===== config.mk =====
export PLATFORM = sky130hd
export DESIGN_NAME = clip_rect_filter
export DESIGN_NICKNAME = d
export VERILOG_FILES = /design/src/rtl/clip_rect_pkg.sv /design/src/rtl/rect_hit.sv /design/src/rtl/clip_rule_gen.sv /design/src/rtl/clip_rect_filter.sv
export SDC_FILE = /design/constraint.sdc
export NUM_CORES = 1
export LEC_CHECK = 0
export ABC_AREA = 1
export BUFFER_PORTS_ARGS = -buffer_cell sky130_fd_sc_hd__buf_2
export CORE_ASPECT_RATIO = 1.1
export CORE_MARGIN = 4
export CORE_UTILIZATION = 52
export CTS_BUF_LIST = sky130_fd_sc_hd__clkbuf_4
export CTS_CLUSTER_DIAMETER = 40
export DETAILED_ROUTE_END_ITERATION = 10
export PLACE_DENSITY = 0.91
export SYNTH_ARGS = -nofsm -noshare
export SYNTH_HDL_FRONTEND = slang
export SYNTH_HIERARCHICAL = 1
export SYNTH_SLANG_ARGS = --single-unit

===== constraint.sdc =====
create_clock -name clk -period 1.93 [get_ports clk]
set_input_delay 0.0965 -clock clk [delete_from_list [all_inputs] [get_ports clk]]
set_output_delay 0.0965 -clock clk [all_outputs]
set_load 0.02 [all_outputs]

===== src/rtl/clip_rect_pkg.sv =====
package clip_rect_pkg;
    localparam int COORD_W  = 15;
    localparam int NUM_RECT = 4;
    localparam int CODE_W   = NUM_RECT;
    localparam int RULE_W   = 1 << NUM_RECT;
    localparam int CNT_W    = $clog2(NUM_RECT + 1);

    typedef logic [COORD_W-1:0] coord_t;
    typedef logic [RULE_W-1:0]  rule_t;
    typedef logic [CODE_W-1:0]  code_t;

    typedef struct packed {
        logic valid;
        logic keep;
    } out_state_t;
endpackage


===== src/rtl/rect_hit.sv =====
module rect_hit
    import clip_rect_pkg::*;
(
    input  coord_t px,
    input  coord_t py,
    input  coord_t xmin,
    input  coord_t ymin,
    input  coord_t xmax,
    input  coord_t ymax,
    output logic   hit
);
    logic in_x;
    logic in_y;

    always_comb begin
        in_x = (px >= xmin) && (px <= xmax);
        in_y = (py >= ymin) && (py <= ymax);
        hit  = in_x && in_y;
    end
endmodule


===== src/rtl/clip_rule_gen.sv =====
module clip_rule_gen
    import clip_rect_pkg::*;
(
    input  logic [CNT_W-1:0] count,
    input  logic             include_mode,
    output rule_t            rule,
    output code_t            active_mask
);
    logic [CNT_W-1:0] n_eff;
    rule_t            excl;

    always_comb begin
        n_eff = (count > CNT_W'(NUM_RECT)) ? CNT_W'(NUM_RECT) : count;
        for (int i = 0; i < NUM_RECT; i++) begin
            active_mask[i] = (CNT_W'(i) < n_eff);
        end
        for (int c = 0; c < RULE_W; c++) begin
            excl[c] = ((code_t'(c) & active_mask) == '0);
        end
        if (n_eff == '0) begin
            rule = '1;
        end else if (include_mode) begin
            rule = ~excl;
        end else begin
            rule = excl;
        end
    end
endmodule


===== src/rtl/clip_rect_filter.sv =====
module clip_rect_filter
    import clip_rect_pkg::*;
(
    input  logic                        clk,
    input  logic                        rst_n,
    input  logic                        pix_valid,
    input  logic [COORD_W-1:0]          pix_x,
    input  logic [COORD_W-1:0]          pix_y,
    input  logic [NUM_RECT*COORD_W-1:0] rect_xmin,
    input  logic [NUM_RECT*COORD_W-1:0] rect_ymin,
    input  logic [NUM_RECT*COORD_W-1:0] rect_xmax,
    input  logic [NUM_RECT*COORD_W-1:0] rect_ymax,
    input  logic [CNT_W-1:0]            rect_count,
    input  logic                        include_mode,
    output logic                        out_valid,
    output logic                        out_keep
);
    code_t      raw_hit;
    code_t      active_mask;
    code_t      code;
    rule_t      rule;
    out_state_t st_d;
    out_state_t st_q;

    for (genvar g = 0; g < NUM_RECT; g++) begin : g_rect
        rect_hit u_hit (
            .px   (pix_x),
            .py   (pix_y),
            .xmin (rect_xmin[g*COORD_W +: COORD_W]),
            .ymin (rect_ymin[g*COORD_W +: COORD_W]),
            .xmax (rect_xmax[g*COORD_W +: COORD_W]),
            .ymax (rect_ymax[g*COORD_W +: COORD_W]),
            .hit  (raw_hit[g])
        );
    end

    clip_rule_gen u_rule (
        .count        (rect_count),
        .include_mode (include_mode),
        .rule         (rule),
        .active_mask  (active_mask)
    );

    always_comb begin
        code       = raw_hit & active_mask;
        st_d.valid = pix_valid;
        st_d.keep  = pix_valid & rule[code];
    end

    always_ff @(posedge clk) begin
        if (!rst_n) begin
            st_q <= '0;
        end else begin
            st_q <= st_d;
        end
    end

    assign out_valid = st_q.valid;
    assign out_keep  = st_q.keep;

    AST_KEEP_NEEDS_VALID: assert property (@(posedge clk) disable iff (!rst_n)
        out_keep |-> out_valid);
    AST_VALID_LATENCY: assert property (@(posedge clk) disable iff (!rst_n)
        $past(rst_n) |-> out_valid == $past(pix_valid));
    AST_NO_RECT_PASS: assert property (@(posedge clk) disable iff (!rst_n)
        (pix_valid && rect_count == '0) |=> out_keep);
    AST_MASKED_CODE: assert property (@(posedge clk) disable iff (!rst_n)
        rect_count == '0 |-> code == '0);
    AST_INCL_OUTSIDE_DROP: assert property (@(posedge clk) disable iff (!rst_n)
        (pix_valid && include_mode && rect_count != '0 && code == '0) |=> !out_keep);
endmodule


==> flow_metrics.env <==
export IMPL_nets=2074
export IMPL_stdcell_count=1739
export IMPL_finalSetupViolCount=1
export IMPL_holdBufCountCts=0
export IMPL_gp_congestion=0.936
export IMPL_cts_buffers=3
export IMPL_final_util=0.748
export IMPL_hp_class="input pin to flop"
export IMPL_hold_viol_final=0
export IMPL_seqPwrFrac=0.019
export IMPL_core_area_um2=13400
export IMPL_drive_gt1_frac=0.304
export IMPL_die_area_um2=15900
export IMPL_relSlewSlack=0.784
export IMPL_hpwlAfterDp_mm=20.4
export IMPL_synth_distinct_cells=23
export IMPL_antenna_cells=0
export IMPL_synthCells=1227
export IMPL_drtAntennaViolNets=0
export IMPL_cts_tree="done"
export IMPL_use_met2=0.508
export IMPL_p_per_area_nw_per_um2=236
export IMPL_finalCritPeriodShare=1.00
export IMPL_grt_total_usage=0.262
export IMPL_switchingPower_w=0.00127
export IMPL_synth_top_area_share=0.415
export IMPL_fin_ws_ns=-0.00410
export IMPL_grt_pass1_vias=8174
export IMPL_wl_per_cell_um=15.1
export IMPL_synth_edf_count=0
export IMPL_p_int_w=0.00110
export IMPL_drv_cap=0
export IMPL_p_leak_nw=6.51
export IMPL_grt_max_degree=19
export IMPL_die_x_um=120
export IMPL_yosys_area_share_xor_xnor=0
export IMPL_crit_path_end="out_keep"
export IMPL_peakVddDrop_v=0.000127
export IMPL_slew_viol_final=0
export IMPL_yosys_area_share_simple=0.311
export IMPL_die_y_um=132
export IMPL_global_route_usage_met1=0.280
export IMPL_start_util=0.538
export IMPL_grt_busiest_layer="met2"
export IMPL_drc=0
export IMPL_status="finished with violations"
export IMPL_crit_arrival_ns=2.09
export IMPL_io_buffers=278
export IMPL_antenna_found_initial=1
export IMPL_cts_max_level=1
export IMPL_synthTopCellsByArea="ha_1 42%, nand2_1 19%, inv_1 18%"
export IMPL_grt_pass1_wl_mm=34.8
export IMPL_yosys_warnings=6
export IMPL_dr_pass1_iters=7
export IMPL_criticalPathCategory="input pin to flop"
export IMPL_synth_area_leader_cell="ha_1"
export IMPL_tightest_slew_ns=0.321
export IMPL_drt_iter0_drc=743
export IMPL_synth_top_family_by_area="adder cells"
export IMPL_vias=8973
export IMPL_cp_max_fo=5
export IMPL_yosysSeqAreaShare=0.00554
export IMPL_cts_root_buffer="clkbuf_4"
export IMPL_switching_share=0.536
export IMPL_synthAdderAreaFrac=0.415
export IMPL_cp_data_required_time_ns=2.09
export IMPL_totalWireLength_mm=26.3
export IMPL_placed_cells=1732
export IMPL_worstSetupEndpointType="flop"
export IMPL_synth_nets=1744
export IMPL_fmax_mhz=517
export IMPL_setup_worst_path_start="pix_x[9]"
export IMPL_use_met3=0.0353
export IMPL_ys_ff_latch=2
export IMPL_avgSynthCellArea_um2=5.89
export IMPL_synthArstFlopShare=0
export IMPL_synth_area_um2=7230
export IMPL_clock_power_share=0.039
export IMPL_multi_input_area_um2=6550
export IMPL_clkSlewWorstSetupHoldPaths_ns=0.03
export IMPL_synth_mux_area_frac=0
export IMPL_area_growth_pct=39.0
export IMPL_yosysMostFrequentCell="nand2_1"
export IMPL_violations="negative setup slack"
export IMPL_cts_sinks=2
export IMPL_min_period_ns=1.93
export IMPL_synth_commonest_cells="361 x nand2_1, 338 x inv_1, 240 x ha_1"
export IMPL_nFillCells=946
export IMPL_grt_overflow=0
export IMPL_synth_compound_area_frac=0.0768
export IMPL_seqCellArea_um2=40.0
export IMPL_placement_rows=44
export IMPL_clockBufferDepth=2
export IMPL_comb_power_share=0.942
export IMPL_io_pins=279
export IMPL_vias_per_cell=5.16
export IMPL_start_kind="input pin"
export IMPL_ys_flop_type="dfxtp_1"
[power by group through the flow]
| stage | Sequential [W] | Clock, W | Combinational [W] |
|---|---|---|---|
| global route | 0.0000451 | 0.000101 | 0.00249 |
| detailed placement | 0.0000454 | 0 | 0.00188 |
| global placement | 0.0000456 | 0 | 0.00179 |
| CTS | 0.0000449 | 0.0000955 | 0.00190 |
| floorplan | 0.0000492 | 0 | 0.00111 |
| finish | 0.0000449 | 0.0000918 | 0.00224 |
[layer usage]
metal  routed length [µm]  vias up
met3                 2130      130
met4                 1630        2
li1                     -     4428
met2                13100      504
met1                 9410     3909
met5                   13        -
[cells in the final DEF (no fill, tap or decap)]
master and count:
buf_12 1, a21oi_1 77, nand2_1 340, nand4_1 8
inv_1 333, o21ai_1 1, inv_2 14, buf_2 275
a21oi_4 1, buf_8 2, buf_6 17, a21o_1 4
a21oi_2 11, dfxtp_1 2, nand2_2 25, nor2_1 56
nand3_2 8, nor2_2 13, and2_1 4, buf_4 38
nand2_8 1, ha_4 41, nand3_1 35, nand2_4 2
nand3b_4 1, ha_1 199, nor2_4 14, nand3b_1 8
nand3_4 5, clkinv_2 1, o21ai_0 15, clkbuf_4 3
[worst min path at each step]
stage          startpoint         to  slack (ns)  cells after the start
2_1_floorplan   pix_valid  out_valid        0.21                      2
3_5_place_dp    pix_valid  out_valid        0.34                      3
6_report        pix_valid  out_valid        0.10                      3
5_1_grt         pix_valid  out_valid        0.10                      3
3_3_place_gp    pix_valid  out_valid        0.34                      3
4_1_cts         pix_valid  out_valid        0.10                      3
[sequential cells by signal, indices dropped and copies added (netlist names)]
signal	cells
out_keep	1
out_valid	1
[critical path, stage by stage]
cell	delay, ns
buf_2	0.14
buf_6	0.14
buf_4	0.14
ha_1	0.28
nand2_1	0.11
o21ai_0	0.32
nand2_1	0.13
nand3_2	0.11
nand2_2	0.08
nor2_4	0.12
nand2_2	0.08
inv_2	0.06
nand3_1	0.07
nand3_1	0.08
nand2_1	0.05
nor2_1	0.09
[cell families after synthesis]
| logic type | after synthesis |
|---|---|
| buf+inv | 357 |
| simple gates | 519 |
| fa+ha+maj | 240 |
| flops | 2 |
| compound gates | 109 |
[stage by stage]
stage / total power, W / TNS, ns / area [µm²] / hold slack, ns / setup WS, ns
after floorplan: 0.00116 / 0 / 7230 / 0.208 / 0.222
after global placement: 0.00183 / -0.566 / 9170 / 0.337 / -0.566
after detailed placement: 0.00192 / -0.560 / 9170 / 0.336 / -0.560
after CTS: 0.00204 / 0 / 9230 / 0.101 / 0.00210
after global routing: 0.00264 / -0.101 / 10000 / 0.103 / -0.101
final: 0.00238 / -0.00410 / 10000 / 0.103 / -0.00410
[cell type report]
class / count / area share
repair buffers: 333 / 0.189
clock buffers: 3 / 0.00224
multi-input cells: 869 / 0.651
inverters: 348 / 0.130
well taps: 184 / 0.0229
flip-flops and latches: 2 / 0.00398
[repair_timing]
item                                    in CTS  in global routing
endpoints found under the setup margin       1                  1
cloned                                       0                  1
endpoints found under the hold margin        0                  0
gates resized for setup                     12                126
setup buffers                                0                  6
pin swaps                                    6                 46
(Power assumes the default switching activity.)
